File: src/rtl/agen_pkg.sv
package agen_pkg;
  localparam int unsigned ADDR_W = 32;
  localparam int unsigned IMM_W  = 12;

  typedef enum logic [1:0] {
    IDX_OFF  = 2'd0,
    IDX_PRE  = 2'd1,
    IDX_POST = 2'd2,
    IDX_ALT  = 2'd3
  } idx_mode_e;
endpackage

File: src/rtl/agen_offset_sel.sv
module agen_offset_sel #(
  parameter int unsigned DW = 32,
  parameter int unsigned IW = 12
) (
  input  logic [IW-1:0] imm_i,
  input  logic [DW-1:0] roff_i,
  input  logic          off_reg_i,
  output logic [DW-1:0] off_o
);
  localparam int unsigned PAD_W = DW - IW;

  always_comb begin
    if (off_reg_i) off_o = roff_i;
    else           off_o = {{PAD_W{1'b0}}, imm_i};
  end
endmodule

File: src/rtl/agen_addsub.sv
module agen_addsub #(
  parameter int unsigned DW = 32
) (
  input  logic [DW-1:0] a_i,
  input  logic [DW-1:0] b_i,
  input  logic          sub_i,
  output logic [DW-1:0] sum_o
);
  logic [DW-1:0] b_x;

  // two's complement subtract on one carry chain, wraps mod 2^DW
  assign b_x   = sub_i ? ~b_i : b_i;
  assign sum_o = a_i + b_x + {{(DW-1){1'b0}}, sub_i};
endmodule

File: src/rtl/agen_route.sv
module agen_route
  import agen_pkg::*;
#(
  parameter int unsigned DW = 32
) (
  input  logic [1:0]    mode_i,
  input  logic [DW-1:0] base_i,
  input  logic [DW-1:0] calc_i,
  output logic [DW-1:0] addr_o,
  output logic          wb_en_o
);
  idx_mode_e mode;

  assign mode = idx_mode_e'(mode_i);

  always_comb begin
    unique case (mode)
      IDX_PRE: begin
        addr_o  = calc_i;
        wb_en_o = 1'b1;
      end
      IDX_POST: begin
        addr_o  = base_i;
        wb_en_o = 1'b1;
      end
      default: begin
        addr_o  = calc_i;
        wb_en_o = 1'b0;
      end
    endcase
  end
endmodule

File: src/rtl/lsu_agen.sv
module lsu_agen
  import agen_pkg::*;
(
  input  logic              clk_i,
  input  logic              rst_ni,
  input  logic              valid_i,
  input  logic [ADDR_W-1:0] base_i,
  input  logic [IMM_W-1:0]  imm_i,
  input  logic [ADDR_W-1:0] roff_i,
  input  logic              off_reg_i,
  input  logic              sub_i,
  input  logic [1:0]        mode_i,
  input  logic              store_i,
  input  logic              byte_i,
  output logic [ADDR_W-1:0] addr_o,
  output logic              rd_o,
  output logic              wr_o,
  output logic              byte_o,
  output logic              word_o,
  output logic              wb_en_o,
  output logic [ADDR_W-1:0] wb_val_o
);
  logic [ADDR_W-1:0] off, calc, addr_d;
  logic              wb_en_d;

  agen_offset_sel #(.DW(ADDR_W), .IW(IMM_W)) u_osel (
    .imm_i     (imm_i),
    .roff_i    (roff_i),
    .off_reg_i (off_reg_i),
    .off_o     (off)
  );

  agen_addsub #(.DW(ADDR_W)) u_add (
    .a_i   (base_i),
    .b_i   (off),
    .sub_i (sub_i),
    .sum_o (calc)
  );

  agen_route #(.DW(ADDR_W)) u_route (
    .mode_i  (mode_i),
    .base_i  (base_i),
    .calc_i  (calc),
    .addr_o  (addr_d),
    .wb_en_o (wb_en_d)
  );

  always_ff @(posedge clk_i or negedge rst_ni) begin
    if (!rst_ni) begin
      addr_o   <= '0;
      wb_val_o <= '0;
      rd_o     <= 1'b0;
      wr_o     <= 1'b0;
      byte_o   <= 1'b0;
      word_o   <= 1'b0;
      wb_en_o  <= 1'b0;
    end else begin
      rd_o    <= valid_i & ~store_i;
      wr_o    <= valid_i &  store_i;
      byte_o  <= valid_i &  byte_i;
      word_o  <= valid_i & ~byte_i;
      wb_en_o <= valid_i &  wb_en_d;
      if (valid_i) begin
        addr_o   <= addr_d;
        wb_val_o <= calc;
      end
    end
  end
endmodule

File: config.mk
export PLATFORM = sky130hd
export DESIGN_NAME = lsu_agen
export DESIGN_NICKNAME = d
export VERILOG_FILES = /design/src/rtl/agen_pkg.sv /design/src/rtl/agen_offset_sel.sv /design/src/rtl/agen_addsub.sv /design/src/rtl/agen_route.sv /design/src/rtl/lsu_agen.sv
export SDC_FILE = /design/constraint.sdc
export NUM_CORES = 1
export LEC_CHECK = 0
export BUFFER_PORTS_ARGS = -buffer_cell sky130_fd_sc_hd__buf_2
export CORE_MARGIN = 4
export CORE_UTILIZATION = 50
export DETAILED_ROUTE_END_ITERATION = 12
export GPL_TIMING_DRIVEN = 0
export PLACE_DENSITY = 0.77
export SLEW_MARGIN = 20
export SYNTH_ARGS = -nofsm -noshare
export SYNTH_HDL_FRONTEND = slang
export SYNTH_SLANG_ARGS = --single-unit
File: constraint.sdc
create_clock -name clk_i -period 1.25 [get_ports clk_i]
set_clock_uncertainty 0.2 [all_clocks]
set_input_delay 0.0625 -clock clk_i [delete_from_list [all_inputs] [get_ports clk_i]]
set_output_delay 0.0625 -clock clk_i [all_outputs]
set_load 0.005 [all_outputs]
Word-level counts from Yosys, hierarchy flattened. Index checks and enable logic that the tools add are counted.

Add/sub/neg operators: 2. Equal/unequal tests: 2. Mux-type cells: 4. Bitwise operators: 8. Reductions and logical operators: 1.

Operators by type and width (number): $mux 32 (3); $add 32x1->32 (1); $add 32x32->32 (1); $not 32->32 (1); $and 1x1->1 (5); $eq 2x1->1 const B (1); $eq 2x2->1 const B (1); $not 1->1 (2); $reduce_or 2->1 (1); $mux 1 (1).

Bits in registers: 69. Input port bits: 85. Output and inout port bits: 69. Word-level logic and storage cells: 24.

Longest topological paths before layout. Gate-level depths: netlist of the first run.

Word-level depth: 6. Gate-level depth with buffers: 15. Depth with buffers taken out: 12.

By module. From an unflattened synthesis of the first run, not the netlist that was laid out.

Cell total of the unflattened synthesis: 545. Area total of the unflattened synthesis: 5683.0 um^2.

By module, submodules not included: lsu_agen (instances 1, cells an instance 146, area each 2556.2 um^2, sequential area each 1726.7 um^2); agen_addsub (instances 1, cells an instance 325, area each 2243.4 um^2, sequential area each 0.0 um^2); agen_route (instances 1, cells an instance 39, area each 564.3 um^2, sequential area each 0.0 um^2); agen_offset_sel (instances 1, cells an instance 35, area each 319.1 um^2, sequential area each 0.0 um^2).

Least setup slack after synthesis of the first run. No wires, ideal clock.

Path kind: input port to flip-flop. From: input port off_reg_i. To: register addr_o[28]. Setup time: 131 ps. Arrival time: 3273 ps. Required time: 919 ps. Setup slack: -2354 ps. Stages: 15. Path buffers: 4. Cell sequence: clkbuf_1 > buf_1 > clkbuf_1 > nand2_1 > xnor2_1 > ha_1 > clkbuf_1 > nand2_1 > o21ai_1 > a211oi_1 > o21ai_0 > a41oi_4 > o41a_1 > and4b_1 > or3_1.

Cells in the longest elaborated chain, start to end: 6.

Ends and longest elaborated chain: from (decl) (line lsu_agen.sv:10) `input logic off_reg_i,`; $mux 32 (*) (line agen_offset_sel.sv:13) `if (off_reg_i) off_o = roff_i;`; $not 32->32 (line agen_addsub.sv:12) `assign b_x = sub_i ? ~b_i : b_i;`; $mux 32 (*) (line agen_addsub.sv:12); $add 32x32->32 (*) (line agen_addsub.sv:13) `assign sum_o = a_i + b_x + {{(DW-1){1'b0}}, sub_i};`; $add 32x1->32 (*) (line agen_addsub.sv:13); $mux 32 (*) (line agen_route.sv:17) `unique case (mode)`; to (signal assigned) (line lsu_agen.sv:64) `addr_o <= addr_d;`; to (decl) (line lsu_agen.sv:15) `output logic [ADDR_W-1:0] addr_o,`.

Every way passes the cells marked *; elsewhere a longest branch is shown, timed or not. A chain may end at the register's enable or synchronous reset.

Worst setup path in the final report of the first run. Same ends and word-level chain as after synthesis.

==> results of run 1 <==
cell type report:
class / instances / area, sq um
Multi-Input combinational cell: 452 / 3930
Fill cell: 638 / 2230
Sequential cell: 69 / 1730
Timing Repair Buffer: 240 / 1640
Buffer: 38 / 367
Tap cell: 136 / 170
Clock buffer: 13 / 169
Inverter: 14 / 52.6
Clock inverter: 3 / 42.5
layer usage:
layer,vias to the layer above,routed length [um]
li1,2552,-
met1,2846,7860
met2,371,10100
met3,101,1900
met4,0,1090
met5,-,0
Yosys cell counts (5+ instances only):
cell type,instances
mux2i_1,30
nand2_1,49
clkbuf_1,23
xor2_1,15
mux2_2,27
a21oi_1,60
o21ai_1,11
o21ai_0,15
nand4_1,13
xnor2_1,48
nand3_1,19
dfrtp_1,69
ha_1,34
o211ai_1,6
inv_1,14
buf_6,7
o21bai_1,5
nor2_1,46
o21a_1,5
a21o_1,12
worst max-delay path, delay by kind of cell:
family	cells	cell delay [ps]
adders and majority gates	1	380
buffers and inverters	2	260
muxes	2	360
and+or+nand+nor	3	810
AOI/OAI and AO/OA	5	1320
state kept, by name, summed over array words and instances (netlist names):
signal,flops
word_o,1
wr_o,1
addr_o,32
wb_val_o,32
wb_en_o,1
rd_o,1
byte_o,1
how the worst max path moves through the flow:
stage	startpoint	end	slack, ps	cells after the start
floorplan	off_reg_i	addr_o[28]$_DFFE_PN0P_	-1960	13
global route	off_reg_i	addr_o[28]$_DFFE_PN0P_	-2040	15
finish	off_reg_i	addr_o[28]$_DFFE_PN0P_	-1930	13
global placement	sub_i	addr_o[28]$_DFFE_PN0P_	-2330	12
CTS	off_reg_i	addr_o[28]$_DFFE_PN0P_	-1820	13
detailed placement	sub_i	addr_o[28]$_DFFE_PN0P_	-2380	12
what timing repair did:
item,in CTS,in global routing
resized for setup,93,63
setup endpoints to repair,65,63
setup buffers,36,17
gates cloned,0,0
hold endpoints to repair,107,17
pin swaps,32,40
logic make-up after synthesis:
kind of cell / count (synthesis) / synth area share
and+or+nand+nor: 161 / 0.148
AOI/OAI and AO/OA: 135 / 0.163
DFF: 69 / 0.325
buffers and inverters: 54 / 0.0604
muxes: 58 / 0.116
adders and majority gates: 35 / 0.0837
xor gates and xnor gates: 63 / 0.104
metrics by stage:
stage	std cells	utilization	power [uW]	hold slack [ps]
final	965	0.784	10800	-84.5
after global routing	965	0.784	11400	-46.6
after CTS	951	0.747	10100	-75.1
after detailed placement	862	0.619	7260	-235
after global placement	861	0.616	7130	25.1
after floorplan	575	-	5740	-433
cell usage in the layout, fill, tap and decap left out, types with 4 or more instances in the layout:
cell	Yosys	routed
clkbuf_2	0	6
nand4_1	13	13
mux2_2	27	12
mux2i_2	1	4
dlygate4sd3_1	0	37
nor2_2	1	6
o21a_1	5	5
buf_8	0	4
buf_12	2	6
ha_1	34	31
o21ai_2	0	5
a21oi_2	0	9
mux2_4	0	15
inv_1	14	13
nand3_1	19	17
o211ai_1	6	6
o21ai_0	15	9
nor2_1	46	39
clkbuf_8	3	16
xnor2_2	0	7
nor4_1	4	4
xor2_2	0	7
buf_6	7	17
mux2i_1	30	24
or4b_1	4	4
xor2_1	15	6
clkbuf_1	23	9
or3_1	4	4
o21bai_1	5	4
a21o_1	12	12
buf_2	0	151
xnor2_1	48	39
buf_4	1	41
a21oi_1	60	48
nand2_1	49	46
dfrtp_1	69	69
o21ai_1	11	9
power groups by stage:
stage	combinational [uW]	sequential (uW)	clock, uW
after CTS	4920	3210	2010
after detailed placement	4020	3240	0
after global routing	5920	3310	2140
after floorplan	2460	3280	0
after global placement	3910	3210	0
final	5580	3230	2030
==> flow_summary.ini, run 1 <==
[clocking]
cts.clk_slew.worst_paths_ps = 90
cts_sinks = 69
htreeDepth = 3
ctsRootBufferMaster = clkbuf_8
cts_inserted_buffers = 9
clk_latency_ps = 360
cts_buffer_depth = 2
cts_hold_buf = 37
cts_tree = built

[setup_path]
worstPathMaxFanout = 4
arrival_ps = 3230
criticalPathCategory = primary input to register
r2r_start = addr_o[30]$_DFFE_PN0P_
critical_path_required_ps = 1290
cpPeakStageDelay_ps = 400
end_kind = register
critPathLaunchType = primary input
reg2reg_to = addr_o[30]$_DFFE_PN0P_
r2r_cells = 3
path_cells = clkbuf_16, buf_12, mux2i_4, mux2i_2, fa_2, and2b_2, o2111ai_4, a311oi_2, a41o_2, a41oi_4, o41a_1, and4b_1, or3_1
r2r_slack_ps = 70
cp_slowest_cell = o41a_1

[floorplan]
io_pins = 154
die_w_um = 111
num_rows = 37
design.core.area_sq_um = 10300
die-area_sq_um = 12400
start_util = 0.515
die_height_um = 111

[drt]
dr.pass1.iters = 6
ant_nets = 0
vias = 5870
vias_per_cell = 6.08
wirelength_mm = 20.9
wl_per_cell_um = 21.7
drc = 0
drtIter0Drc = 541

[finish]
antennaDiodeCount = 0
layout.nets = 944
drive_above_1_share = 0.437
stdcell_area_sq_um = 8090
area_delta_synth_final_pct = 52.1

[power]
clkPwrFrac = 0.187
leakage_uw = 0.00374
p_switching_uw = 4130
powerDensity_nw_per_um2 = 1340
comb_power_share = 0.514
ir_drop_mv = 0.828
p_int_uw = 6720
switching_share = 0.381
p_seq_frac = 0.298

[grt]
met1_usage = 0.369
grtUsageTotal = 0.306
grt_pass1_wl_mm = 30.7
grt-ovfl-total = 0
grt_use_met3 = 0.0682
grt_pass1_vias = 5954
antenna_found_initial = 0
met2_usage = 0.523
grt_max_degree = 53
grt-busiest-layer = met2

[yosys]
postSynth.asyncResetShare = 1.00
synth_cell_types = 57
avgSynthCellArea_sq_um = 9.25
yosysWarnings = 0
synthTopCellsByArea = dfrtp_1 (32%), ha_1 (8.0%), xnor2_1 (7.9%)
ys_seq_area_frac = 0.325
ys_ff_latch = 69
ys.flop_type = dfrtp_1
synth_fp_nets = 695
syn_area_sq_um = 5320
synth_top_area_share = 0.325
synth_top_cell_by_area = dfrtp_1
synth_enable_flop_cells = 0
syn_inst = 575

[sta]
report.final.slew_viol_count = 0
tns_ps = -88450
worst_slew_pin_slew_ps = 1020
clock.fmax_mhz = 314
post-route-period-util = 2.55
relSlewSlack = 0.319
holdWs_ps = -84.5
finalWorstSetupSlack_ps = -1930
grt_setup_unrepaired = true
period_minus_slack_ps = 3180
setup_viol = 62
hold_violations = 17

[run]
maxCapViolCount = 0

[placed_design]
pre_cts_ws_ps = -2380
place_area_sq_um = 6390
io_buffers = 150
hpwlAfterDp_mm = 12.7
gp_congestion = 0.884

[status]
violations = negative hold slack, negative setup slack
status = complete, but fails checks

[worst_hold_path]
min_path_type = primary input to async pin
Power figures use the tool's default switching activity.
==> inputs of run 2 (changes only) <==
Settings changed: SKIP_CTS_REPAIR_TIMING set to 1.
==> flow_summary.ini, run 2 (same netlist as run 1, synthesis figures left out) <==
[power]
clkPwrFrac = 0.186
p_switching_uw = 4090
leakage_uw = 0.00369
switching_share = 0.379
p_int_uw = 6710
p_seq_frac = 0.300
comb_power_share = 0.514
ir_drop_mv = 1.03
powerDensity_nw_per_um2 = 1340

[drt]
drc = 0
drtIter0Drc = 472
ant_nets = 0
wl_per_cell_um = 21.6
vias_per_cell = 5.94
wirelength_mm = 20.7
vias = 5676
dr.pass1.iters = 6

[setup_path]
path_cells = clkbuf_16, mux2i_2, xnor2_1, inv_1, fa_2, and2b_2, o2111ai_4, a311oi_4, a41o_2, a41oi_4, o41a_1, and4b_1, or3_1
reg2reg_to = addr_o[28]$_DFFE_PN0P_
worstPathMaxFanout = 4
end_kind = register
criticalPathCategory = primary input to register
r2r_cells = 3
critPathLaunchType = primary input
r2r_start = addr_o[28]$_DFFE_PN0P_
arrival_ps = 3410
crit_family = compound AO/OA/AOI/OAI gates
cp_slowest_cell = o41a_1
crit_buf_inv = 2
cpPeakStageDelay_ps = 520
critical_path_required_ps = 1290
r2r_slack_ps = 90

[placed_design]
gp_congestion = 0.884
place_area_sq_um = 6390
pre_cts_ws_ps = -2380
io_buffers = 150
hpwlAfterDp_mm = 12.7

[floorplan]
die_height_um = 111
num_rows = 37
die-area_sq_um = 12400
die_w_um = 111
start_util = 0.515
io_pins = 154
design.core.area_sq_um = 10300

[sta]
grt_setup_unrepaired = true
finalWorstSetupSlack_ps = -2130
clock.fmax_mhz = 296
post-route-period-util = 2.70
holdWs_ps = -82.5
worst_slew_pin_slew_ps = 965
setup_viol = 63
period_minus_slack_ps = 3380
hold_violations = 17
relSlewSlack = 0.356
report.final.slew_viol_count = 0

[clocking]
cts.clk_slew.worst_paths_ps = 90
cts_inserted_buffers = 9
cts_tree = built
cts_sinks = 69
ctsRootBufferMaster = clkbuf_8
clk_latency_ps = 350
htreeDepth = 3
cts_buffer_depth = 2

[grt]
grt_max_degree = 53
antenna_found_initial = 0
grt_pass1_vias = 5322
grt_pass1_wl_mm = 26.4
grt-ovfl-total = 0
grtUsageTotal = 0.262

[status]
status = complete, but fails checks
violations = negative hold slack, negative setup slack

[finish]
stdcell_area_sq_um = 8050
area_delta_synth_final_pct = 51.2
antennaDiodeCount = 0
largestRegisters = addr_o (32), wb_val_o (32)
layout_commonest_cell = buf_2
final_cell_mix = buf_2 (150), dfrtp_1 (69), a21oi_1 (47)
layout.nets = 935
fill_cells = 640
drive_above_1_share = 0.438

[worst_hold_path]
min_path_type = primary input to async pin

[run]
maxCapViolCount = 0
run 2: cell types whose count changed in the layout (fill, tap and decap cells not counted), sizes merged:
| cell | previous run | this run |
|---|---|---|
| buf | 220 | 209 |
| clkbuf | 34 | 36 |
run 2: worst max-delay path by stage:
stage | start | to | cells after the start
3_3_place_gp | sub_i | addr_o[28]$_DFFE_PN0P_ | 12
4_1_cts | sub_i | addr_o[28]$_DFFE_PN0P_ | 12
6_report | off_reg_i | addr_o[28]$_DFFE_PN0P_ | 13
2_1_floorplan | off_reg_i | addr_o[28]$_DFFE_PN0P_ | 13
5_1_grt | off_reg_i | addr_o[28]$_DFFE_PN0P_ | 13
3_5_place_dp | sub_i | addr_o[28]$_DFFE_PN0P_ | 12
run 2: per-stage QoR:
step	total power [uW]	instances	TNS [ps]	utilization
finish	10800	956	-92370	0.779
global placement	7130	861	-134830	0.616
floorplan	5740	575	-79270	-
CTS	9270	878	-82500	0.639
detailed placement	7260	862	-106590	0.619
global route	11400	956	-95600	0.779
run 2: cell type report:
| class | instances | area [sq um] | share of cell area |
|---|---|---|---|
| Multi-Input combinational cell | 452 | 3990 | 0.496 |
| Sequential cell | 69 | 1730 | 0.215 |
| Timing Repair Buffer | 230 | 1540 | 0.191 |
| Buffer | 39 | 358 | 0.0445 |
| Tap cell | 136 | 170 | 0.0212 |
| Clock buffer | 13 | 169 | 0.0210 |
| Inverter | 14 | 52.6 | 0.00653 |
| Clock inverter | 3 | 42.5 | 0.00529 |
run 2: metal layers:
metal  global-route usage  part of all wire  vias up  wire, um
met3               0.0529             0.078       99      1620
met4                0.120             0.053        0      1100
met1                0.325              0.37     2731      7660
met5                    0                 0        -         0
li1                     -                 -     2522         -
met2                0.438              0.50      324     10300
run 2: power groups by stage:
stage	clock network, uW	logic [uW]	registers [uW]
2_1_floorplan	0	2460	3280
5_1_grt	2150	5890	3310
6_report	2010	5550	3240
4_1_cts	2010	4050	3210
3_3_place_gp	0	3910	3210
3_5_place_dp	0	4020	3240
==> inputs of run 3 (changes only) <==
Settings changed: MAX_ROUTING_LAYER set to met4, RECOVER_POWER set to 25.
==> flow_summary.ini, run 3 (same netlist as run 1, synthesis figures left out) <==
[finish]
largestRegisters = addr_o (32), wb_val_o (32)
layout_commonest_cell = buf_2
drive_above_1_share = 0.421
layout.nets = 927
area_delta_synth_final_pct = 46.5
antennaDiodeCount = 0
final_cell_mix = buf_2 (150), dfrtp_1 (69), a21oi_1 (47)

[drt]
vias = 5515
wirelength_mm = 18.9
ant_nets = 0
drtIter0Drc = 389
dr.pass1.iters = 5
wl_per_cell_um = 19.9
vias_per_cell = 5.82
drc = 0

[placed_design]
hpwlAfterDp_mm = 12.7
gp_congestion = 0.893
io_buffers = 150

[floorplan]
num_rows = 37
die_w_um = 111
design.core.area_sq_um = 10300
io_pins = 154
die-area_sq_um = 12400
die_height_um = 111
start_util = 0.515

[clocking]
cts_sinks = 69
cts.clk_slew.worst_paths_ps = 70
htreeDepth = 3
ctsRootBufferMaster = clkbuf_8
cts_inserted_buffers = 9
cts_tree = built
cts_buffer_depth = 2
clk_latency_ps = 350

[sta]
report.final.slew_viol_count = 0
hold_violations = 1
relSlewSlack = 0.355
clock.fmax_mhz = 302
worst_slew_pin_slew_ps = 968
holdWs_ps = -118
finalWorstSetupSlack_ps = -2060
setup_viol = 63
period_minus_slack_ps = 3310
grt_setup_unrepaired = true
post-route-period-util = 2.64
tns_ps = -89360

[status]
status = complete, but fails checks
violations = negative hold slack, negative setup slack

[grt]
antenna_found_initial = 0
grt_pass1_wl_mm = 26.5
grt_pass1_vias = 5190
grtUsageTotal = 0.272
grt-ovfl-total = 0
grt_max_degree = 40

[setup_path]
worstPathMaxFanout = 8
end_kind = register
path_cells = clkbuf_16, buf_4, buf_12, mux2i_4, xnor2_1, ha_1, and2b_2, o2111ai_4, a311oi_4, a41o_2, a41oi_4, o41a_1, and4b_1, or3_1
r2r_slack_ps = 60
critical_path_required_ps = 1290
cp_slowest_cell = o41a_1
crit_buf_inv = 3
criticalPathCategory = primary input to register
cpPeakStageDelay_ps = 510
critPathLaunchType = primary input
crit_family = compound AO/OA/AOI/OAI gates
arrival_ps = 3350

[power]
ir_drop_mv = 0.787
powerDensity_nw_per_um2 = 1280
leakage_uw = 0.00357
p_total_uw = 9990

[worst_hold_path]
min_path_type = primary input to register

[run]
maxCapViolCount = 0
==> run 3: cell count changes in the layout (fill, tap and decap cells not counted), moves of 3 or more <==
cell,before,now
buf_6,19,10
clkbuf_1,12,15
clkbuf_8,16,13
ha_4,4,1
mux2_2,13,16
mux2_4,14,11
mux2i_1,23,20
o21ai_0,6,9
xor2_1,7,10
xor2_2,7,4
==> run 3: cell type report <==
| class | count | area, sq um |
|---|---|---|
| Fill cell | 685 | 2530 |
| Sequential cell | 69 | 1730 |
| Timing Repair Buffer | 222 | 1430 |
| Tap cell | 136 | 170 |
| Clock inverter | 2 | 10.0 |
| Multi-Input combinational cell | 452 | 3870 |
| Buffer | 39 | 383 |
| Inverter | 14 | 52.6 |
| Clock buffer | 14 | 143 |
==> run 3: worst min-delay path, cell delays in order <==
cell and delay [ps]:
buf_2 90, nand3_1 70, o21ai_0 80, or3_1 110
==> run 3: through the flow <==
| step | utilization | setup WS (ps) | cells | cell area (sq um) | hold slack [ps] |
|---|---|---|---|---|---|
| final | 0.755 | -2060 | 948 | 7790 | -118 |
| after global routing | 0.755 | -2150 | 948 | 7790 | -77.2 |
| after CTS | 0.633 | -2020 | 878 | 6530 | -548 |
| after detailed placement | 0.618 | -2390 | 862 | 6380 | -161 |
| after global placement | 0.616 | -2330 | 861 | 6360 | 25.3 |
| after floorplan | - | -1960 | 575 | 5440 | -433 |
==> run 3: report_power, final <==
part / internal, uW / switching (uW) / total [uW] / leakage (uW)
registers: 2870 / 347 / 3220 / 0.000806
logic: 2600 / 2590 / 5180 / 0.00269
clock network: 719 / 866 / 1580 / 0.0000784
==> run 3: final timing paths <==
path / startpoint / end / cells after the start
max: off_reg_i / addr_o[28]$_DFFE_PN0P_ / 14
min: base_i[28] / addr_o[28]$_DFFE_PN0P_ / 4
max reg2reg: addr_o[30]$_DFFE_PN0P_ / addr_o[30]$_DFFE_PN0P_ / 3
min reg2reg: addr_o[26]$_DFFE_PN0P_ / addr_o[26]$_DFFE_PN0P_ / 2
max in group asynchronous: rst_ni / addr_o[13]$_DFFE_PN0P_ / 3
min in group asynchronous: rst_ni / wb_val_o[31]$_DFFE_PN0P_ / 2
==> run 3: metal layers <==
layer,track usage,wire [um]
met3,0.0469,1230
met4,0.0835,665
met1,0.353,7600
met2,0.438,9360
met5,-,0
